<file path="config.mk">
export PLATFORM = sky130hd
export DESIGN_NAME = ecc_err_capture_reg
export DESIGN_NICKNAME = d
export VERILOG_FILES = /design/src/rtl/ecc_cap_pkg.sv /design/src/rtl/ecc_cap_ctrl.sv /design/src/rtl/ecc_cap_log.sv /design/src/rtl/ecc_cap_out.sv /design/src/rtl/ecc_err_capture_reg.sv
export SDC_FILE = /design/constraint.sdc
export NUM_CORES = 1
export LEC_CHECK = 0
export BUFFER_PORTS_ARGS = -buffer_cell sky130_fd_sc_hd__buf_2
export CAP_MARGIN = 20
export CORE_AREA = 2 2 83 53
export CTS_CLUSTER_DIAMETER = 100
export DETAILED_ROUTE_END_ITERATION = 10
export DIE_AREA = 0 0 85 55
export GPL_TIMING_DRIVEN = 0
export HOLD_SLACK_MARGIN = 0.1
export MAX_ROUTING_LAYER = met4
export PLACE_DENSITY = 0.82
export RECOVER_POWER = 100
export SETUP_SLACK_MARGIN = 0.02
export SYNTH_ARGS = -nofsm -noshare
export SYNTH_HDL_FRONTEND = slang
export SYNTH_SLANG_ARGS = --single-unit
</file>
<file path="constraint.sdc">
create_clock -name clk -period 2.8 [get_ports clk]
set_clock_uncertainty 0.2 [all_clocks]
set_input_delay 0.28 -clock clk [delete_from_list [all_inputs] [get_ports clk]]
set_output_delay 0.28 -clock clk [all_outputs]
set_load 0.1 [all_outputs]
</file>
<file path="src/rtl/ecc_cap_pkg.sv">
package ecc_cap_pkg;

  // Fixed low positions of the register word; upper fields follow from sizes
  localparam int unsigned SBE_POS     = 0;
  localparam int unsigned MBE_POS     = 1;
  localparam int unsigned NMI_EN_POS  = 2;
  localparam int unsigned SERR_EN_POS = 3;
  localparam int unsigned SYN_LSB     = 4;

  typedef struct packed {
    logic scrub_dis;
    logic serr_en;
    logic nmi_en;
  } ecc_ctrl_t;

endpackage

</file>
<file path="src/rtl/ecc_cap_ctrl.sv">
module ecc_cap_ctrl
  import ecc_cap_pkg::*;
(
  input  logic      clk,
  input  logic      rst,
  input  logic      wr_en,
  input  ecc_ctrl_t wr_ctrl,
  output ecc_ctrl_t ctrl
);

  always_ff @(posedge clk) begin
    if (rst) begin
      ctrl <= '0;
    end else if (wr_en) begin
      ctrl <= wr_ctrl;
    end
  end


  ctrl_write_chk: assert property (@(posedge clk) disable iff (rst)
    !wr_en |=> $stable(ctrl));

endmodule

</file>
<file path="src/rtl/ecc_cap_log.sv">
module ecc_cap_log #(
  parameter int unsigned ADDR_W = 32,
  parameter int unsigned SYN_W  = 8,
  parameter int unsigned KEEP_W = 19
) (
  input  logic              clk,
  input  logic              rst,
  input  logic              sbe_stb,
  input  logic              mbe_stb,
  input  logic [ADDR_W-1:0] err_addr,
  input  logic [SYN_W-1:0]  err_syn,
  input  logic              clr,
  output logic              sbe_q,
  output logic              mbe_q,
  output logic [KEEP_W-1:0] addr_q,
  output logic [SYN_W-1:0]  syn_q
);

  localparam int unsigned DROP_W = ADDR_W - KEEP_W;

  logic pending;
  logic take;
  logic unused_addr_low;

  assign pending = sbe_q | mbe_q;
  assign take    = !pending && (sbe_stb || mbe_stb);
  assign unused_addr_low = ^err_addr[DROP_W-1:0];

  always_ff @(posedge clk) begin
    if (rst) begin
      sbe_q  <= 1'b0;
      mbe_q  <= 1'b0;
      addr_q <= '0;
      syn_q  <= '0;
    end else if (take) begin
      mbe_q  <= mbe_stb;
      sbe_q  <= sbe_stb && !mbe_stb;
      addr_q <= err_addr[ADDR_W-1:DROP_W];
      syn_q  <= err_syn;
    end else if (clr) begin
      sbe_q <= 1'b0;
      mbe_q <= 1'b0;
    end
  end


  flags_excl_chk: assert property (@(posedge clk) disable iff (rst)
    !(sbe_q && mbe_q));


  first_kept_chk: assert property (@(posedge clk) disable iff (rst)
    (sbe_q || mbe_q) |=> $stable(addr_q) && $stable(syn_q));


  mbe_prio_chk: assert property (@(posedge clk) disable iff (rst)
    (!sbe_q && !mbe_q && sbe_stb && mbe_stb) |=> (mbe_q && !sbe_q));


  clear_chk: assert property (@(posedge clk) disable iff (rst)
    ((sbe_q || mbe_q) && clr) |=> (!sbe_q && !mbe_q));

endmodule

</file>
<file path="src/rtl/ecc_cap_out.sv">
module ecc_cap_out
  import ecc_cap_pkg::*;
(
  input  logic      clk,
  input  logic      rst,
  input  logic      sbe_q,
  input  logic      mbe_q,
  input  ecc_ctrl_t ctrl,
  input  logic      sbe_stb,
  input  logic      mbe_stb,
  output logic      nmi_req,
  output logic      serr_req,
  output logic      scrub_req
);

  always_ff @(posedge clk) begin
    if (rst) begin
      nmi_req   <= 1'b0;
      serr_req  <= 1'b0;
      scrub_req <= 1'b0;
    end else begin
      nmi_req   <= sbe_q && ctrl.nmi_en;
      serr_req  <= mbe_q && ctrl.serr_en;
      scrub_req <= sbe_stb && !mbe_stb && !ctrl.scrub_dis;
    end
  end


  scrub_pulse_chk: assert property (@(posedge clk) disable iff (rst)
    scrub_req |-> $past(sbe_stb) && !$past(ctrl.scrub_dis));

endmodule

</file>
<file path="src/rtl/ecc_err_capture_reg.sv">
module ecc_err_capture_reg
  import ecc_cap_pkg::*;
#(
  parameter int unsigned ADDR_W = 32,
  parameter int unsigned SYN_W  = 8,
  parameter int unsigned KEEP_W = 19,
  localparam int unsigned REG_W = KEEP_W + SYN_W + 5
) (
  input  logic              clk,
  input  logic              rst,
  input  logic              sbe_stb,
  input  logic              mbe_stb,
  input  logic [ADDR_W-1:0] err_addr,
  input  logic [SYN_W-1:0]  err_syn,
  input  logic              reg_wr_en,
  input  logic [REG_W-1:0]  reg_wdata,
  output logic [REG_W-1:0]  reg_rdata,
  output logic              nmi_req,
  output logic              serr_req,
  output logic              scrub_req
);

  localparam int unsigned ADDR_LSB = SYN_LSB + SYN_W;
  localparam int unsigned DIS_POS  = ADDR_LSB + KEEP_W;

  ecc_ctrl_t         ctrl;
  ecc_ctrl_t         wr_ctrl;
  logic              clr;
  logic              sbe_q;
  logic              mbe_q;
  logic [KEEP_W-1:0] addr_q;
  logic [SYN_W-1:0]  syn_q;
  logic              unused_ro_bits;

  assign wr_ctrl.scrub_dis = reg_wdata[DIS_POS];
  assign wr_ctrl.serr_en   = reg_wdata[SERR_EN_POS];
  assign wr_ctrl.nmi_en    = reg_wdata[NMI_EN_POS];
  assign clr = reg_wr_en && reg_wdata[SBE_POS] && reg_wdata[MBE_POS];
  assign unused_ro_bits = ^reg_wdata[DIS_POS-1:SYN_LSB];

  ecc_cap_ctrl u_ctrl (
    .clk     (clk),
    .rst     (rst),
    .wr_en   (reg_wr_en),
    .wr_ctrl (wr_ctrl),
    .ctrl    (ctrl)
  );

  ecc_cap_log #(
    .ADDR_W (ADDR_W),
    .SYN_W  (SYN_W),
    .KEEP_W (KEEP_W)
  ) u_log (
    .clk      (clk),
    .rst      (rst),
    .sbe_stb  (sbe_stb),
    .mbe_stb  (mbe_stb),
    .err_addr (err_addr),
    .err_syn  (err_syn),
    .clr      (clr),
    .sbe_q    (sbe_q),
    .mbe_q    (mbe_q),
    .addr_q   (addr_q),
    .syn_q    (syn_q)
  );

  ecc_cap_out u_out (
    .clk       (clk),
    .rst       (rst),
    .sbe_q     (sbe_q),
    .mbe_q     (mbe_q),
    .ctrl      (ctrl),
    .sbe_stb   (sbe_stb),
    .mbe_stb   (mbe_stb),
    .nmi_req   (nmi_req),
    .serr_req  (serr_req),
    .scrub_req (scrub_req)
  );

  always_comb begin
    reg_rdata                        = '0;
    reg_rdata[SBE_POS]               = sbe_q;
    reg_rdata[MBE_POS]               = mbe_q;
    reg_rdata[NMI_EN_POS]            = ctrl.nmi_en;
    reg_rdata[SERR_EN_POS]           = ctrl.serr_en;
    reg_rdata[ADDR_LSB-1:SYN_LSB]    = syn_q;
    reg_rdata[DIS_POS-1:ADDR_LSB]    = addr_q;
    reg_rdata[DIS_POS]               = ctrl.scrub_dis;
  end


  nmi_level_chk: assert property (@(posedge clk) disable iff (rst)
    nmi_req |-> $past(reg_rdata[SBE_POS]) && $past(reg_rdata[NMI_EN_POS]));


  serr_level_chk: assert property (@(posedge clk) disable iff (rst)
    serr_req |-> $past(reg_rdata[MBE_POS]) && $past(reg_rdata[SERR_EN_POS]));


  partial_clear_chk: assert property (@(posedge clk) disable iff (rst)
    (reg_wr_en && (reg_wdata[SBE_POS] != reg_wdata[MBE_POS]) && reg_rdata[SBE_POS])
      |=> reg_rdata[SBE_POS]);

endmodule

</file>
==> impl_metrics.ini <==
[place]
io_buffers = 70
dp_slack_ns = 1.35
dp_hpwl_um = 2390
gp_congestion = 0.732
placedInstanceArea_mm2 = 0.00193

[synth]
synth_seq_cells = 35
syn_inst = 148
syn_area_mm2 = 0.00152
synth.yosys.seq_area_share_pct = 46.1
synth_area_leaders = dfxtp_1, nand2b_1, mux2i_1
ys_warn_count = 0
syn_avg_cell_area_um2 = 10.3
ys_types = 15
yosysTopAreaCell = dfxtp_1
synth.top_cell.area_share_pct = 46.1
syn_nets = 225

[sta]
rsz0062_at_grt = no
maxSlewHeadroom_pct = 21.1
worstMarginPinSlew_ns = 1.19
hold_viol = 0
period_share_pct = 77.6
fin_hold_ws_ns = 0.144
layout_setup_ws_ns = 0.626
setup-tns-final_ns = 0
final_max_slew_viol_count = 0
fmax_mhz = 460
finalCriticalPeriod_ns = 2.17
setup_viol = 0

[worst_setup_path]
crit_path_top_delay_cell = clkbuf_1
cp-start-kind = flop
cp_top_family = buffers and inverters
ff2ff_path_depth = 4
crit_path_start = u_log.sbe_q
rr_startpoint = u_log.sbe_q
crit_chain = buf_4 > clkbuf_1
path_max_fanout = 6
crit_required_ns = 2.32
endpoint_kind = primary output
r2r_slack_ns = 1.34
cp_slowest_stage_delay_ns = 0.85
critPathKind = flop to primary output
cp_num_cells = 2
crit_arrival_ns = 1.69
reg2reg_to = u_log.addr_q[6]
path_buf_inv = 2
cp-endpoint = reg_rdata[0]

[routing]
wirelength_um = 3730
drc = 0
final_antenna_net_count = 0
drt_iter0_drc = 51
drt-pass1-iter-count = 4
vias = 1366
routed_via_density = 4.44
wl_per_cell_um = 12.1

[layout]
multiInputGateArea_um2 = 721
regArea_um2 = 701
drive_gt1_share_pct = 17.4
layout_common_cells = nand2b_1, clkbuf_1, dfxtp_1, buf_2, dlygate4sd3_1
nFillCells = 373
final_common_cell = nand2b_1
area_delta_synth_final_pct = 50.2
final_area_mm2 = 0.00228
diodes = 0
nets = 334

[floorplan]
die_h_um = 55
die_area_mm2 = 0.00468
ios = 112
core_region_area_mm2 = 0.00394
initial_core_util_pct = 38.6
row_count = 18
die_w_um = 85

[global_routing]
grt_start_max_net_pins = 11
grt-ovfl-total = 0
antenna_found_initial = 0
first_global_vias = 1308
grt_first_pass_wirelength_um = 5800
gr-usage-all-layers_pct = 16.8

[power_and_ir_drop]
pwr_density_cell_mw_per_mm2 = 639
power_leakage_nw = 0.993
irDropWorstVdd_uv = 373
fin_total_pwr_mw = 1.46

[clocking]
post_cts_buffers = 0
clockBufferDepth = 2
clk_pin_slew_ns = 0.06
cts-root-buf = clkbuf_8
numCtsBuffers = 5
htreeDepth = 2
clock_latency_ns = 0.27
cts_tree = yes
cts_sinks = 35

[job]
maxCapViolations = 0

[min_path]
hp-start = reg_wr_en
hold_path_class = primary input to flop

[run_status]
outcome = finished clean
-- sequential cells by signal (all words and copies together), names as in the netlist --
signal / count
u_log.addr_q: 19
u_log.syn_q: 8
u_ctrl.ctrl: 3
u_log.mbe_q: 1
u_log.sbe_q: 1
u_out.nmi_req: 1
u_out.scrub_req: 1
u_out.serr_req: 1
-- power breakdown --
| part | internal [mW] | leakage, nW | switching, mW |
|---|---|---|---|
| logic | 0.142 | 0.662 | 0.410 |
| clock network | 0.174 | 0.0422 | 0.165 |
| registers | 0.542 | 0.289 | 0.0265 |
| total | 0.858 | 0.993 | 0.602 |
-- synth_stat cells (all sizes together) --
master and instances:
buf 6, a21oi 2, nor3 1, dfxtp 35, nor4b 2, nor3b 1
mux2i 30, nand2b 54, nand2 2, nand3 1, nor2 8, clkbuf 6
-- metrics by stage --
step | util, % | std cells
finish | 57.9 | 308
global route | 57.9 | 308
CTS | 59.2 | 308
detailed placement | 49.0 | 268
global placement | 49.0 | 268
floorplan | - | 148
-- routing by layer --
layer | global-route usage, % | share of wire (%) | vias up
met3 | 5.04 | 5.2 | 2
met2 | 29.0 | 48 | 43
met5 | - | 0 | -
li1 | - | - | 693
met1 | 19.7 | 47 | 628
met4 | 4.76 | 0.38 | 0
-- worst min path at each step --
stage	cells past startpoint	endpoint	slack (ns)
floorplan	1	u_out.scrub_req	0.16
global route	4	u_log.mbe_q	0.17
detailed placement	1	u_out.scrub_req	0.24
global placement	1	u_out.scrub_req	0.23
CTS	3	u_ctrl.ctrl[2]	0.13
finish	3	u_ctrl.ctrl[0]	0.14
-- cells by family (layout without fill, tap and decap cells) --
kind of cell / Yosys count / count (layout) / synth area share [%]
flops: 35 / 35 / 46.1
simple gates: 69 / 69 / 27.3
mux: 30 / 30 / 19.8
compound gates: 2 / 2 / 0.658
buf+inv: 12 / 122 / 6.17
-- worst min-delay path: cells and delay by family --
family | cells | cell delay [ns]
buf+inv | 1 | 0.14
mux | 1 | 0.09
simple gates | 1 | 0.07
-- cell type report --
type                            instances  area share (%)
Sequential cell                        35            30.7
Multi-Input combinational cell        101            31.6
Buffer                                 12            4.05
Tap cell                               50            2.74
Clock inverter                          1           0.219
Clock buffer                            7            3.34
Timing Repair Buffer                  102            27.4
-- timing repair --
item | CTS | global route
hold buffers | 32 | 0
gates resized for setup | 0 | 0
endpoints found under the hold margin | 31 | 0
(Power assumes the default switching activity.)
